## src/rtl/ovl_pkg.sv

```systemverilog
package ovl_pkg;

    localparam int FMT_W = 3;
    localparam int BPP_W = 5;

    // Bits per pixel for each format code; 0 marks an illegal code
    function automatic logic [BPP_W-1:0] fmt_bpp(input logic [FMT_W-1:0] f);
        case (f)
            3'd0, 3'd3: fmt_bpp = 5'd16;
            3'd1, 3'd2: fmt_bpp = 5'd24;
            3'd4:       fmt_bpp = 5'd12;
            default:    fmt_bpp = 5'd0;
        endcase
    endfunction

    // Low column bits that must be zero for a word-aligned start
    function automatic logic [3:0] col_mask(input logic [FMT_W-1:0] f);
        case (f)
            3'd0, 3'd3: col_mask = 4'h1;
            3'd1, 3'd2: col_mask = 4'h3;
            default:    col_mask = 4'h7;
        endcase
    endfunction

    // Low width bits that must be zero so the thinnest component fills whole words
    function automatic logic [3:0] wid_mask(input logic [FMT_W-1:0] f);
        case (f)
            3'd0:       wid_mask = 4'h1;
            3'd1, 3'd2: wid_mask = 4'h3;
            3'd3:       wid_mask = 4'h7;
            default:    wid_mask = 4'hF;
        endcase
    endfunction

endpackage

```

## src/rtl/ovl_cfg_check.sv

```systemverilog
module ovl_cfg_check
    import ovl_pkg::*;
#(
    parameter int COORD_W = 10,
    parameter int BASE_W  = 64,
    parameter int BASE_H  = 48
) (
    input  logic [COORD_W-1:0] col,
    input  logic [COORD_W-1:0] row,
    input  logic [COORD_W-1:0] wid,
    input  logic [COORD_W-1:0] hgt,
    input  logic [FMT_W-1:0]   fmt,
    output logic               ok
);
    localparam logic [COORD_W:0] LIM_X = BASE_W[COORD_W:0];
    localparam logic [COORD_W:0] LIM_Y = BASE_H[COORD_W:0];

    logic [COORD_W:0] x_end;
    logic [COORD_W:0] y_end;
    logic             fmt_ok, col_ok, wid_ok, fit_ok, size_ok;

    always_comb begin
        x_end   = {1'b0, col} + {1'b0, wid};
        y_end   = {1'b0, row} + {1'b0, hgt};
        fmt_ok  = (fmt <= 3'd4);
        col_ok  = ((col & COORD_W'(col_mask(fmt))) == '0);
        wid_ok  = ((wid & COORD_W'(wid_mask(fmt))) == '0);
        size_ok = (wid != '0) && (hgt != '0);
        fit_ok  = (x_end <= LIM_X) && (y_end <= LIM_Y);
        ok      = fmt_ok && col_ok && wid_ok && size_ok && fit_ok;
    end

endmodule

```

## src/rtl/ovl_hit.sv

```systemverilog
module ovl_hit #(
    parameter int COORD_W = 10
) (
    input  logic               en,
    input  logic [COORD_W-1:0] x,
    input  logic [COORD_W-1:0] y,
    input  logic [COORD_W-1:0] col,
    input  logic [COORD_W-1:0] row,
    input  logic [COORD_W-1:0] wid,
    input  logic [COORD_W-1:0] hgt,
    output logic               hit
);
    logic [COORD_W:0] x_lim;
    logic [COORD_W:0] y_lim;
    logic             in_x, in_y;

    always_comb begin
        x_lim = {1'b0, col} + {1'b0, wid};
        y_lim = {1'b0, row} + {1'b0, hgt};
        in_x  = (x >= col) && ({1'b0, x} < x_lim);
        in_y  = (y >= row) && ({1'b0, y} < y_lim);
        hit   = en && in_x && in_y;
    end

endmodule

```

## src/rtl/ovl_compositor.sv

```systemverilog
module ovl_compositor
    import ovl_pkg::*;
#(
    parameter int COORD_W = 10,
    parameter int PIX_W   = 24,
    parameter int BASE_W  = 64,
    parameter int BASE_H  = 48,
    localparam int CFG_W  = 2 * COORD_W + FMT_W
) (
    input  logic               clk,
    input  logic               rst_n,
    input  logic               cfg_load,
    input  logic [CFG_W-1:0]   cfg_word,
    input  logic [COORD_W-1:0] cfg_width,
    input  logic [COORD_W-1:0] cfg_height,
    output logic               cfg_err,
    input  logic               pix_valid,
    input  logic [COORD_W-1:0] pix_x,
    input  logic [COORD_W-1:0] pix_y,
    input  logic [PIX_W-1:0]   base_pix,
    input  logic [PIX_W-1:0]   ovl_pix,
    output logic               ovl_req,
    output logic [BPP_W-1:0]   ovl_bpp,
    output logic               ovl_active,
    output logic               pix_out_valid,
    output logic [PIX_W-1:0]   pix_out
);
    typedef struct packed {
        logic [COORD_W-1:0] col;
        logic [COORD_W-1:0] row;
        logic [COORD_W-1:0] wid;
        logic [COORD_W-1:0] hgt;
        logic [FMT_W-1:0]   fmt;
    } win_t;

    typedef struct packed {
        win_t             pend;
        logic             pend_v;
        win_t             act;
        logic             act_en;
        logic             err;
        logic             hit;
        logic             vld;
        logic [PIX_W-1:0] base;
    } state_t;

    state_t s_q, s_d;
    win_t   new_win, use_win;
    logic   new_ok, frame_go, swap, use_en, hit_c;

    always_comb begin
        new_win.row = cfg_word[COORD_W-1:0];
        new_win.col = cfg_word[2*COORD_W-1:COORD_W];
        new_win.fmt = cfg_word[CFG_W-1:2*COORD_W];
        new_win.wid = cfg_width;
        new_win.hgt = cfg_height;
    end

    ovl_cfg_check #(
        .COORD_W(COORD_W), .BASE_W(BASE_W), .BASE_H(BASE_H)
    ) u_check (
        .col(new_win.col), .row(new_win.row), .wid(new_win.wid),
        .hgt(new_win.hgt), .fmt(new_win.fmt), .ok(new_ok)
    );

    // The pixel that opens a frame already sees the promoted window
    assign frame_go = pix_valid && (pix_x == '0) && (pix_y == '0);
    assign swap     = frame_go && s_q.pend_v;
    assign use_win  = swap ? s_q.pend : s_q.act;
    assign use_en   = swap ? 1'b1 : s_q.act_en;

    ovl_hit #(.COORD_W(COORD_W)) u_hit (
        .en(use_en), .x(pix_x), .y(pix_y),
        .col(use_win.col), .row(use_win.row),
        .wid(use_win.wid), .hgt(use_win.hgt), .hit(hit_c)
    );

    always_comb begin
        s_d = s_q;
        if (swap) begin
            s_d.act    = s_q.pend;
            s_d.act_en = 1'b1;
            s_d.pend_v = 1'b0;
        end
        if (cfg_load) begin
            s_d.err = !new_ok;
            if (new_ok) begin
                s_d.pend   = new_win;
                s_d.pend_v = 1'b1;
            end
        end
        s_d.hit  = pix_valid && hit_c;
        s_d.vld  = pix_valid;
        s_d.base = base_pix;
    end

    always_ff @(posedge clk) begin
        if (!rst_n) s_q <= '0;
        else        s_q <= s_d;
    end

    assign ovl_req       = pix_valid && hit_c;
    assign cfg_err       = s_q.err;
    assign ovl_bpp       = fmt_bpp(s_q.act.fmt);
    assign ovl_active    = s_q.hit;
    assign pix_out_valid = s_q.vld;
    assign pix_out       = s_q.hit ? ovl_pix : s_q.base;

endmodule

```

## config.mk

```make
export PLATFORM = sky130hd
export DESIGN_NAME = ovl_compositor
export DESIGN_NICKNAME = d
export VERILOG_FILES = /design/src/rtl/ovl_pkg.sv /design/src/rtl/ovl_cfg_check.sv /design/src/rtl/ovl_hit.sv /design/src/rtl/ovl_compositor.sv
export SDC_FILE = /design/constraint.sdc
export NUM_CORES = 1
export LEC_CHECK = 0
export BUFFER_PORTS_ARGS = -buffer_cell sky130_fd_sc_hd__buf_2
export CAP_MARGIN = 10
export CORE_MARGIN = 2
export CORE_UTILIZATION = 55
export DETAILED_ROUTE_END_ITERATION = 6
export PLACE_DENSITY = 0.8
export REMOVE_ABC_BUFFERS = 1
export SLEW_MARGIN = 20
export SYNTH_ARGS = -nofsm -noshare
export SYNTH_HDL_FRONTEND = slang
export SYNTH_SLANG_ARGS = --single-unit
```

## constraint.sdc

```tcl
create_clock -name clk -period 5.8 [get_ports clk]
set_clock_uncertainty 0.2 [all_clocks]
set_input_delay 0.29 -clock clk [delete_from_list [all_inputs] [get_ports clk]]
set_output_delay 0.29 -clock clk [all_outputs]
set_load 0.005 [all_outputs]
```

Word level (Yosys, flattened, before mapping)

Cells that the tools add are included.

Register bits: 115
Input bits: 115
Output and inout port bits: 33
Word-level logic and storage cells: 73

Add/sub/neg operators: 4
Order comparisons: 7
Equality and inequality tests: 7
Mux-type cells: 9
Bitwise logic cells: 2
Reductions and logical operators: 28

Operators with widths:

| kind                  | number |
|---|---|
| $mux W45              | 1 |
| $add A10 B10 Y11      | 4 |
| $mux W43              | 1 |
| $logic_not A10 Y1     | 4 |
| $mux W24              | 1 |
| $lt A10 B11 Y1        | 2 |
| $ge A10 B10 Y1        | 2 |
| $reduce_bool A10 Y1   | 2 |
| $pmux W5 S3           | 1 |
| $logic_and A1 B1 Y1   | 14 |
| $eq A3 B2 Y1 const B  | 4 |
| $pmux W4 S3           | 1 |
| $le A11 B6 Y1 const B | 1 |
| $le A11 B7 Y1 const B | 1 |
| $and A10 B3 Y10       | 1 |
| $and A10 B4 Y10       | 1 |
| $reduce_or A2 Y1      | 4 |
| $eq A3 B1 Y1 const B  | 2 |
| $logic_not A3 Y1      | 2 |
| $pmux W3 S2           | 1 |
| $eq A3 B3 Y1 const B  | 1 |
| $le A3 B3 Y1 const B  | 1 |
| $mux W1               | 3 |
| $reduce_and A2 Y1     | 1 |
| $logic_not A1 Y1      | 1 |

Logic depth before layout (Yosys ltp)

Word-level depth: 11
Mapped depth: 21
Mapped depth without buffers: 19

Modules after synthesis

From an unflattened synthesis, not the netlist that was laid out.

Cell total of the unflattened synthesis: 886
Area, all modules: 7,452.1 µm²

Modules (own cells, without submodules):

| module         | times used | cells each | area each (µm²) | sequential area each (µm²) |
|---|---|---|---|---|
| ovl_compositor | 1          | 543        | 4,687.0         | 2,302.2 |
| ovl_hit        | 1          | 205        | 1,635.3         | 0.0 |
| ovl_cfg_check  | 1          | 138        | 1,129.8         | 0.0 |

Worst setup path after synthesis

Ideal clock, no wire load.

Path type: in2out
Start: in pix_x[0]
End: out ovl_req
Arrival time: 4,343 ps
Required time: 5,310 ps
Setup slack: 967 ps
Stages on the path: 18
Path buffers: 1
Cell sequence: or4_1 -> nor4_2 -> nand2_1 -> clkbuf_1 -> nand2_1 -> nand2_1 -> ha_1 -> fa_1 -> a21o_1 -> a21oi_1 -> o21ai_0 -> o41ai_1 -> xor2_1 -> ha_1 -> o21a_1 -> a211oi_1 -> nor3_1 -> nor4b_1

Cells in the longest elaborated chain, start to end: 11
Elaborated cells on any way between the ends: 17

Ends and longest elaborated chain:

| element                          | RTL line              | RTL |
|---|---|---|
| start, declared                  | ovl_compositor.sv:18  | `input logic [COORD_W-1:0] pix_x,` |
| $logic_not A10 Y1                | ovl_compositor.sv:67  | `assign frame_go = pix_valid && (pix_x == '0) && (pix_y == '0);` |
| $logic_and A1 B1 Y1 (2 in a row) | ovl_compositor.sv:67  |  |
| $logic_and A1 B1 Y1              | ovl_compositor.sv:68  | `assign swap = frame_go && s_q.pend_v;` |
| $mux W43                         | ovl_compositor.sv:69  | `assign use_win = swap ? s_q.pend : s_q.act;` |
| $add A10 B10 Y11                 | ovl_hit.sv:18         | `x_lim = {1'b0, col} + {1'b0, wid};` |
| $lt A10 B11 Y1                   | ovl_hit.sv:20         | `in_x = (x >= col) && ({1'b0, x} < x_lim);` |
| $logic_and A1 B1 Y1              | ovl_hit.sv:20         |  |
| $logic_and A1 B1 Y1              | ovl_hit.sv:22         | `hit = en && in_x && in_y;` |
| $logic_and A1 B1 Y1 *            | ovl_hit.sv:22         |  |
| $logic_and A1 B1 Y1 *            | ovl_compositor.sv:102 | `assign ovl_req = pix_valid && hit_c;` |
| end, declared                    | ovl_compositor.sv:22  | `output logic ovl_req,` |

Every way passes the cells marked *; elsewhere a longest branch is shown, timed or not.

Final worst setup path

Start: in pix_valid
End: out ovl_req

Cells in the longest elaborated chain, start to end: 10
Elaborated cells on any way between the ends: 16

Ends and longest elaborated chain:

| element                          | RTL line              | RTL |
|---|---|---|
| start, declared                  | ovl_compositor.sv:17  | `input logic pix_valid,` |
| $logic_and A1 B1 Y1 (2 in a row) | ovl_compositor.sv:67  |  |
| $logic_and A1 B1 Y1              | ovl_compositor.sv:68  |  |
| $mux W43                         | ovl_compositor.sv:69  |  |
| $add A10 B10 Y11                 | ovl_hit.sv:18         |  |
| $lt A10 B11 Y1                   | ovl_hit.sv:20         |  |
| $logic_and A1 B1 Y1              | ovl_hit.sv:20         |  |
| $logic_and A1 B1 Y1 (2 in a row) | ovl_hit.sv:22         |  |
| $logic_and A1 B1 Y1 *            | ovl_compositor.sv:102 |  |

Marked as above.

==> flow_summary.json <==
{
  "slew_violations": 0,
  "route.detailed.drc": 0,
  "drt_iter0_markers": 548,
  "yosysTopAreaCell": "dfxtp_1",
  "finalSetupTns_ns": 0,
  "ys_types": 63,
  "r2r_slack_ns": 1.89,
  "core_area_um2": 13200,
  "hold_start": "cfg_width[8]",
  "yosys_register_bits": 115,
  "clk_latency_ns": 0.42,
  "placement.io_buffers": 145,
  "cp_max_fo": 3,
  "ant_nets": 0,
  "synthTopCellsByArea": "dfxtp_1, ha_1, a21oi_1",
  "die_y_um": 120,
  "grt_overflow": 0,
  "hp-class": "primary input to flip-flop",
  "synth_edf_count": 0,
  "cts_sinks": 115,
  "design.portCount": 148,
  "netlist_area_um2": 7370,
  "critPathMaxStageDelay_ns": 0.54,
  "ys.flop_type": "dfxtp_1",
  "drt_wl_total_um": 20600,
  "regToRegEndpoint": "ovl_active$_SDFF_PN0_",
  "cts_buffer_depth": 2,
  "ctsRootBufferMaster": "clkbuf_16",
  "vias_per_cell": 5.85,
  "avgSynthCellArea_um2": 8.43,
  "startpoint_type": "primary input",
  "setup_viol": 0,
  "dpl.hpwl_um": 14300,
  "dieArea_um2": 14300,
  "hold_viol_final": 0,
  "synth_top_area_share_pct": 31.2,
  "die_w_um": 120,
  "cts_tree": "yes",
  "grt_max_degree": 87,
  "cp-end-kind": "primary output",
  "pre_cts_ws_ns": 0.498,
  "finalCritPeriodShare_pct": 94.6,
  "async_flop_share_pct": 0,
  "grt_usage_pct": 28.4,
  "grt_pass1_wl_um": 33000,
  "r2r_cells": 16,
  "clkTransAtPathRegs_ns": 0.05,
  "max-slew-margin-rel_pct": 32.1,
  "final_cells": 1254,
  "vdd.ir_drop.worst_mv": 0.251,
  "yosys-top-cells-count": "dfxtp_1, a21oi_1, nand2_1",
  "critPathMostFrequentCell": "a21oi_1",
  "wl_per_cell_um": 16.4,
  "area_growth_pct": 27.8,
  "nets": 1261,
  "leakagePower_nw": 4.32,
  "layout_min_cycle_time_ns": 5.49,
  "cpMaxStageDelayCell": "dlygate4sd3_1",
  "setup_ws_ns": 0.312,
  "r2r_start": "s_q[71]$_SDFF_PN0_",
  "min_to": "s_q[93]$_SDFFE_PN0P_",
  "h-tree-depth": 4,
  "grt_pass1_vias": 6954,
  "path_cells": "dlygate4sd3_1 -> buf_2 -> nor4b_2 -> nand4_1 -> nor4_4 -> nand2_2 -> buf_4 -> buf_4 -> mux2i_1 -> inv_1 -> ha_1 -> a21o_1 -> a21oi_1 -> o21bai_1 -> a21oi_1 -> xor2_1 -> ha_1 -> and3_1 -> a21oi_1 -> o21ai_0 -> o31ai_1 -> a21oi_1 -> nor4b_2 -> buf_2",
  "worstMarginPinSlew_ns": 1.02,
  "synth.yosys.seq_area_share_pct": 31.2,
  "first_pass_iters": 5,
  "hold_depth": 3,
  "crit_type": "primary input to primary output",
  "power_density_nw_per_um2": 234,
  "numCtsBuffers": 17,
  "gp_congestion": 0.955,
  "yosys.cell_count.top_type": "dfxtp_1",
  "clock.fmax_mhz": 182,
  "syn_inst": 874,
  "drv_cap": 0,
  "synth_warnings": 0,
  "cp.required_ns": 5.31,
  "place_inst": 1156,
  "arrival_ns": 5.00,
  "status": "finished, final reports clean",
  "drive_gt1_share_pct": 21.9,
  "num_vias": 7332,
  "antenna_found_initial": 1,
  "row_count": 42,
  "start_util_pct": 55.9
}
==> metrics by stage <==
step                area (um2)  total power [W]  util (%)  hold WS, ns
finish                    9420          0.00221      71.4       0.0109
global route              9420          0.00229      71.4       0.0197
CTS                       9360          0.00220      70.9      0.00505
detailed placement        8150          0.00115      61.8        0.249
global placement          8150          0.00115      61.8        0.237
floorplan                 7090          0.00102         -        0.212
==> metal layers <==
metal | up-vias | share of wire (%) | routed length [um] | global-route usage, %
met3 | 69 | 6.8 | 1400 | 4.94
li1 | 3585 | - | - | -
met4 | 0 | 3.9 | 810 | 13.3
met5 | - | 0 | 0 | 0
met1 | 3350 | 44 | 9000 | 36.8
met2 | 328 | 45 | 9340 | 46.1
==> worst max-delay path by stage <==
stage / endpoint / slack (ns) / start
5_1_grt: ovl_req / -0.05 / pix_valid
2_1_floorplan: ovl_req / 0.40 / pix_x[0]
3_3_place_gp: ovl_req / 0.54 / pix_x[5]
4_1_cts: ovl_req / 0.15 / pix_valid
6_report: ovl_req / 0.31 / pix_valid
3_5_place_dp: ovl_req / 0.50 / pix_x[5]
==> sequential cells by signal, indices dropped and copies added (netlist names) <==
register,flops
cfg_err,1
pix_out_valid,1
s_q,112
ovl_active,1
==> layout by cell type, fill, tap and decap left out, types with 28 or more instances in the layout <==
master and n:
nor2_1 51, inv_1 35, and2_1 28, nand4_1 44, nand2_1 95, buf_2 145
dfxtp_1 115, a21oi_1 102, ha_1 78, o31ai_1 43, dlygate4sd3_1 62
==> worst max-delay path, delay by kind of cell <==
family | cells | cell delay (ns)
AO/OA/AOI/OAI | 8 | 1.36
XOR/XNOR | 1 | 0.19
adder cells (fa/ha/maj) | 2 | 0.58
buffers and inverters | 6 | 1.23
multiplexers | 1 | 0.19
AND/OR/NAND/NOR | 6 | 1.16
==> cell families after synthesis <==
family	synth area share, %
adder cells (fa/ha/maj)	14.3
buffers and inverters	5.67
XOR/XNOR	2.50
other	0.0509
AND/OR/NAND/NOR	19.7
AO/OA/AOI/OAI	20.3
multiplexers	6.26
flip-flops	31.2
==> area by class of cell <==
type	count	area, um2
Inverter	36	135
Clock buffer	18	429
Timing Repair Buffer	224	1470
Multi-Input combinational cell	670	4710
Antenna cell	1	2.50
Fill cell	990	3770
Tap cell	176	220
Sequential cell	115	2300
Clock inverter	14	153
==> timing repair <==
item | CTS | global route
resized for setup | 0 | 7
setup buffers | 0 | 3
hold buffers | 62 | 0
endpoints found under the setup margin | 0 | 1
hold endpoints to repair | 62 | 0
==> where the power goes <==
part	switching, W	internal [W]
Clock	0.000390	0.000636
Combinational	0.000226	0.000151
Sequential	0.00000296	0.000800
Total	0.000619	0.00159
Power figures use the tool's default switching activity.
